$ cat config.mk
export PLATFORM = sky130hd
export DESIGN_NAME = sw_ctl_core
export DESIGN_NICKNAME = d
export VERILOG_FILES = /design/src/rtl/sw_ctl_pkg.sv /design/src/rtl/sw_shift_chain.sv /design/src/rtl/sw_hold_latch.sv /design/src/rtl/sw_clear_gate.sv /design/src/rtl/sw_ctl_core.sv
export SDC_FILE = /design/constraint.sdc
export NUM_CORES = 1
export LEC_CHECK = 0
export BUFFER_PORTS_ARGS = -buffer_cell sky130_fd_sc_hd__buf_2
export CORE_MARGIN = 4
export CORE_UTILIZATION = 55
export CTS_CLUSTER_SIZE = 8
export DETAILED_ROUTE_END_ITERATION = 8
export GPL_ROUTABILITY_DRIVEN = 0
export PLACE_DENSITY = 0.81
export SLEW_MARGIN = 20
export SYNTH_ARGS = -nofsm -noshare
export SYNTH_HDL_FRONTEND = slang
export SYNTH_SLANG_ARGS = --single-unit
export TNS_END_PERCENT = 20
$ cat constraint.sdc
create_clock -name clk -period 1.2 [get_ports clk]
set_clock_uncertainty 0.1 [all_clocks]
set_input_delay 0.06 -clock clk [delete_from_list [all_inputs] [get_ports clk]]
set_output_delay 0.06 -clock clk [all_outputs]
set_load 0.01 [all_outputs]
$ cat src/rtl/sw_ctl_pkg.sv
package sw_ctl_pkg;
    localparam int DEF_CH = 16;

    // one cycle of serial control presented to the chain and hold stage
    typedef struct packed {
        logic shift;
        logic data;
        logic hold;
        logic clr;
    } ctl_t;

    function automatic logic gate_bit(input logic en, input logic clr);
        return en & ~clr;
    endfunction
endpackage

$ cat src/rtl/sw_shift_chain.sv
module sw_shift_chain #(
    parameter int NUM_CH = sw_ctl_pkg::DEF_CH
) (
    input  logic              clk,
    input  logic              rst,
    input  logic              shift,
    input  logic              sdi,
    output logic [NUM_CH-1:0] q,
    output logic [NUM_CH-1:0] q_next
);
    localparam int TOP = NUM_CH - 1;

    for (genvar g = 0; g < NUM_CH; g++) begin : g_stage
        if (g == 0) begin : g_head
            assign q_next[g] = shift ? sdi : q[g];
        end else begin : g_body
            assign q_next[g] = shift ? q[g-1] : q[g];
        end
    end

    always_ff @(posedge clk) begin
        if (rst) q <= '0;
        else     q <= q_next;
    end

    p_chain_idle_r1: assert property (@(posedge clk) disable iff (rst)
        !shift |=> $stable(q));
    p_chain_entry_r1: assert property (@(posedge clk) disable iff (rst)
        shift |=> (q[0] == $past(sdi)));
    p_chain_top_r1: assert property (@(posedge clk) disable iff (rst)
        shift |=> (q[TOP] == $past(q[TOP-1])));
endmodule

$ cat src/rtl/sw_hold_latch.sv
module sw_hold_latch #(
    parameter int NUM_CH = sw_ctl_pkg::DEF_CH
) (
    input  logic              clk,
    input  logic              rst,
    input  logic              hold,
    input  logic [NUM_CH-1:0] d,
    output logic [NUM_CH-1:0] q
);
    always_ff @(posedge clk) begin
        if (rst)        q <= '0;
        else if (!hold) q <= d;
    end

    p_hold_frozen_r4: assert property (@(posedge clk) disable iff (rst)
        hold |=> $stable(q));
endmodule

$ cat src/rtl/sw_clear_gate.sv
module sw_clear_gate #(
    parameter int NUM_CH = sw_ctl_pkg::DEF_CH
) (
    input  logic              clr,
    input  logic [NUM_CH-1:0] d,
    output logic [NUM_CH-1:0] y
);
    for (genvar g = 0; g < NUM_CH; g++) begin : g_ch
        assign y[g] = sw_ctl_pkg::gate_bit(d[g], clr);
    end
endmodule

$ cat src/rtl/sw_ctl_core.sv
module sw_ctl_core #(
    parameter int NUM_CH = sw_ctl_pkg::DEF_CH
) (
    input  logic              clk,
    input  logic              rst,
    input  logic              sdi,
    input  logic              shift_en,
    input  logic              hold,
    input  logic              clr,
    output logic [NUM_CH-1:0] sw_en,
    output logic              dout
);
    import sw_ctl_pkg::*;

    localparam int TOP = NUM_CH - 1;

    ctl_t              ctl;
    logic [NUM_CH-1:0] chain_q;
    logic [NUM_CH-1:0] chain_next;
    logic [NUM_CH-1:0] held_q;

    assign ctl = '{shift: shift_en, data: sdi, hold: hold, clr: clr};

    sw_shift_chain #(.NUM_CH(NUM_CH)) u_chain (
        .clk    (clk),
        .rst    (rst),
        .shift  (ctl.shift),
        .sdi    (ctl.data),
        .q      (chain_q),
        .q_next (chain_next)
    );

    sw_hold_latch #(.NUM_CH(NUM_CH)) u_hold (
        .clk  (clk),
        .rst  (rst),
        .hold (ctl.hold),
        .d    (chain_next),
        .q    (held_q)
    );

    sw_clear_gate #(.NUM_CH(NUM_CH)) u_gate (
        .clr (ctl.clr),
        .d   (held_q),
        .y   (sw_en)
    );

    assign dout = chain_q[TOP];

    p_track_chain_r3: assert property (@(posedge clk) disable iff (rst)
        !hold |=> (held_q == chain_q));
    p_dout_stable_r2: assert property (@(posedge clk) disable iff (rst)
        !shift_en |=> $stable(dout));
    p_clear_off_r5: assert property (@(posedge clk) disable iff (rst)
        clr |-> (sw_en == '0));
    p_clear_keeps_r6: assert property (@(posedge clk) disable iff (rst)
        (clr && hold) |=> (held_q == $past(held_q)));
    p_reset_zero_r7: assert property (@(posedge clk)
        $past(rst) |-> ((sw_en == '0) && !dout));
endmodule

==> run summary <==
The biggest fanout along the worst timing path was 2. The clock period minus final worst setup slack was 1.15 ns. Maximum root-to-sink buffer count: 2. The routed layout has 887 vias. The run finished with clean final reports.

The flip-flop and latch count after synthesis was 32; the remaining number of nets flagged by the antenna check after routing was 0. Uppermost metal layer occupied by signal nets: met4. The post-synthesis to final-layout area growth was 13.9%; the starting density of the core was 60.7%. The tools report the count of final max-slew check failures as 0. Summing the areas of all compound-gate instances in the mapped netlist gives 9.69% of the synthesized area. The final critical path takes up 95.8% of the cycle. Final-report hold violation count: 0.

Count of buffers inserted at the top-level ports: 22. In the final layout, the share of cells above drive strength 1 is 20.7%. The number of antenna diodes in the final layout is 0.

TritonCTS built the clock tree. The final layout contains 151 nets. The setup path with the least slack is of type reg -> out. The root buffer cell chosen for the clock tree is clkbuf_4.

The final layout contains routed wiring with a total length of 2.17 mm. The number of setup buffers added after CTS came out at 0. Measured against its own limit, the worst slew margin works out to 63.8%. Before antenna repair, the detailed router went through 3 iterations. The number of fill cells is 181. Detailed routing placed a total of 959 µm of wire on met2. The multiplexer area fraction after synthesis came out at 12.9%. The tightest min-delay check is of the in -> reg type. For this design the ratio of total power to cell area is 1290 nW/µm². The run gives 121 µm as the met3 layer wire length in the routed design.

For the number of H-tree levels, the log shows 2. After the first detailed-routing iteration, the DRC count stood at 7. The slew at the pin with the worst max-slew slack is 0.544 ns. Initial antenna violation count: 0. Setup repair after global routing left no endpoint under its margin. Counting every net in the synthesized netlist gives 127. The final cell count without fillers was 172; the number of violations of the max-capacitance limit was 0. Of the total synthesized cell area, the portion taken by full adders, half adders and majority gates is 0%.

The y dimension of the die is 55.5 µm, and the number of placed cells counting well taps is 164. Clock tree synthesis found a total of 32 sinks. The via-per-instance ratio is 5.16. For this run the aggregate overflow at the end of global routing stands at 0. Clock latency on the worst-skew pair, taken at its later pin, is 0.32 ns.

For the number of library cell types mapped by synthesis, the log shows 10. The worst hold slack was 0.0970 ns; the number of warnings printed during yosys synthesis was 0. The cell area reported after detailed placement was 1360 µm²; the detailed placement HPWL was 1.36 mm. After synthesis, the mean cell area works out to 10.2 µm².

The run gives 0 as the setup violation total in the final timing report. By area, the combinational part of the netlist is dominated by simple AND/OR/NAND/NOR gates. Data on the critical path arrives at its endpoint at 0.99 ns. The synthesized-area fraction occupied by xor and xnor cells is 0%, and the via count of the first global-routing pass is 860. Across the VDD grid, the largest voltage drop is 1130 µV.

The remaining design rule violation count was 0; the number of buffers created by CTS was 5. STA classifies the critical path startpoint as a register. The die covers 3080 µm². The site row count is 16, and the utilization of the core after routing is 69.2%. Part of the Yosys area used for sequential elements: 51.7%.

After technology mapping, the gate count stands at 121. The cell area after layout is 1410 µm², and the first-pass GRT wire length is 3.72 mm. After detailed routing, the wire length on met1 is 1.03 mm. For this run, the total global-route usage over all layers was measured as 15.7%.

The tools report the number of I/O pins as 23. Summed over all cells, the static leakage comes to 0.633 nW. The run gives 870 MHz as the maximum clock frequency. The clock-pin slew of the registers on the worst-case setup and hold paths came out at 0.09 ns. For the required time of the critical path, the log shows 1.04 ns. The core area is 2040 µm², and the area of the mapped netlist is 1240 µm². In the final routed layout, each cell accounts on average for 12.6 µm. The tools report the pin count of the biggest net entering global routing as 33.

Of the total synthesized cell area, the portion taken by AND, OR, NAND and NOR gates is 21.0%. The die extent in x works out to 55.5 µm. The critical path endpoint category is an output port. The setup TNS after final layout came out at 0 ns.
## sequential cells by signal, summed over array words and instances, names as in the netlist
signal,count
u_chain.q,16
u_hold.q,16
## per-stage QoR
stage / worst slack, ns / power, mW
4_1_cts: 0.0219 / 1.84
3_5_place_dp: 0.244 / 1.30
5_1_grt: 0.0181 / 1.89
6_report: 0.0502 / 1.82
3_3_place_gp: 0.269 / 1.29
2_1_floorplan: 0.360 / 1.25
## metal layers
metal | up-vias | GRT usage [%]
li1 | 456 | -
met1 | 403 | 18.4
met2 | 20 | 24.0
met3 | 8 | 6.76
met4 | 0 | 8.33
met5 | - | 0
## placed cells by master (no fill, tap or decap), drive strengths merged
master / n
inv: 1
dfxtp: 32
clkbuf: 6
nor2: 16
mux2i: 16
a211oi: 16
nor2b: 32
dlygate4sd3: 1
clkinv: 1
buf: 24
## layout make-up
type,instances,area (µm²),area share (%)
sequential,32,641,45.3
multi-input combinational,80,541,38.3
timing repair buffer,25,148,10.5
clock buffer,6,41.3,2.92
tap,27,33.8,2.39
clock inverter,1,5.00,0.354
inverter,1,3.75,0.266
## synthesized netlist by cell type
cell type  count  area, µm²
a211oi_1      16        120
buf_12         1       20.0
buf_2          1       5.00
buf_6          1       11.3
clkbuf_1       5       18.8
dfxtp_1       32        641
inv_1          1       3.75
mux2i_1       16        160
nor2_1        16       60.1
nor2b_1       32        200
## critical path, cell delays in order (launching register included)
cell and delay, ns:
dfxtp_1 0.35, nor2b_1 0.16, buf_2 0.15
## what timing repair did
item                                   in CTS  in global routing
endpoints found under the hold margin       1                  0
hold buffers                                1                  0
resized for setup                           0                  0
## worst paths after layout
kind / from / end / slack [ns] / depth (start not counted)
max: u_hold.q[9] / sw_en[9] / 0.05 / 2
max reg2reg: u_chain.q[9] / u_hold.q[10] / 0.33 / 2
min: rst / u_chain.q[13] / 0.1 / 2
min reg2reg: u_hold.q[6] / u_hold.q[6] / 0.41 / 2
## cell families after synthesis
family | count (synthesis)
compound gates | 16
buf+inv | 9
flops | 32
mux | 16
simple gates | 48
## where the power goes
part / switching (mW) / internal [mW] / total (mW)
registers: 0.0132 / 1.09 / 1.11
logic: 0.0926 / 0.0768 / 0.169
clock network: 0.332 / 0.215 / 0.547
(Power assumes the default switching activity.)
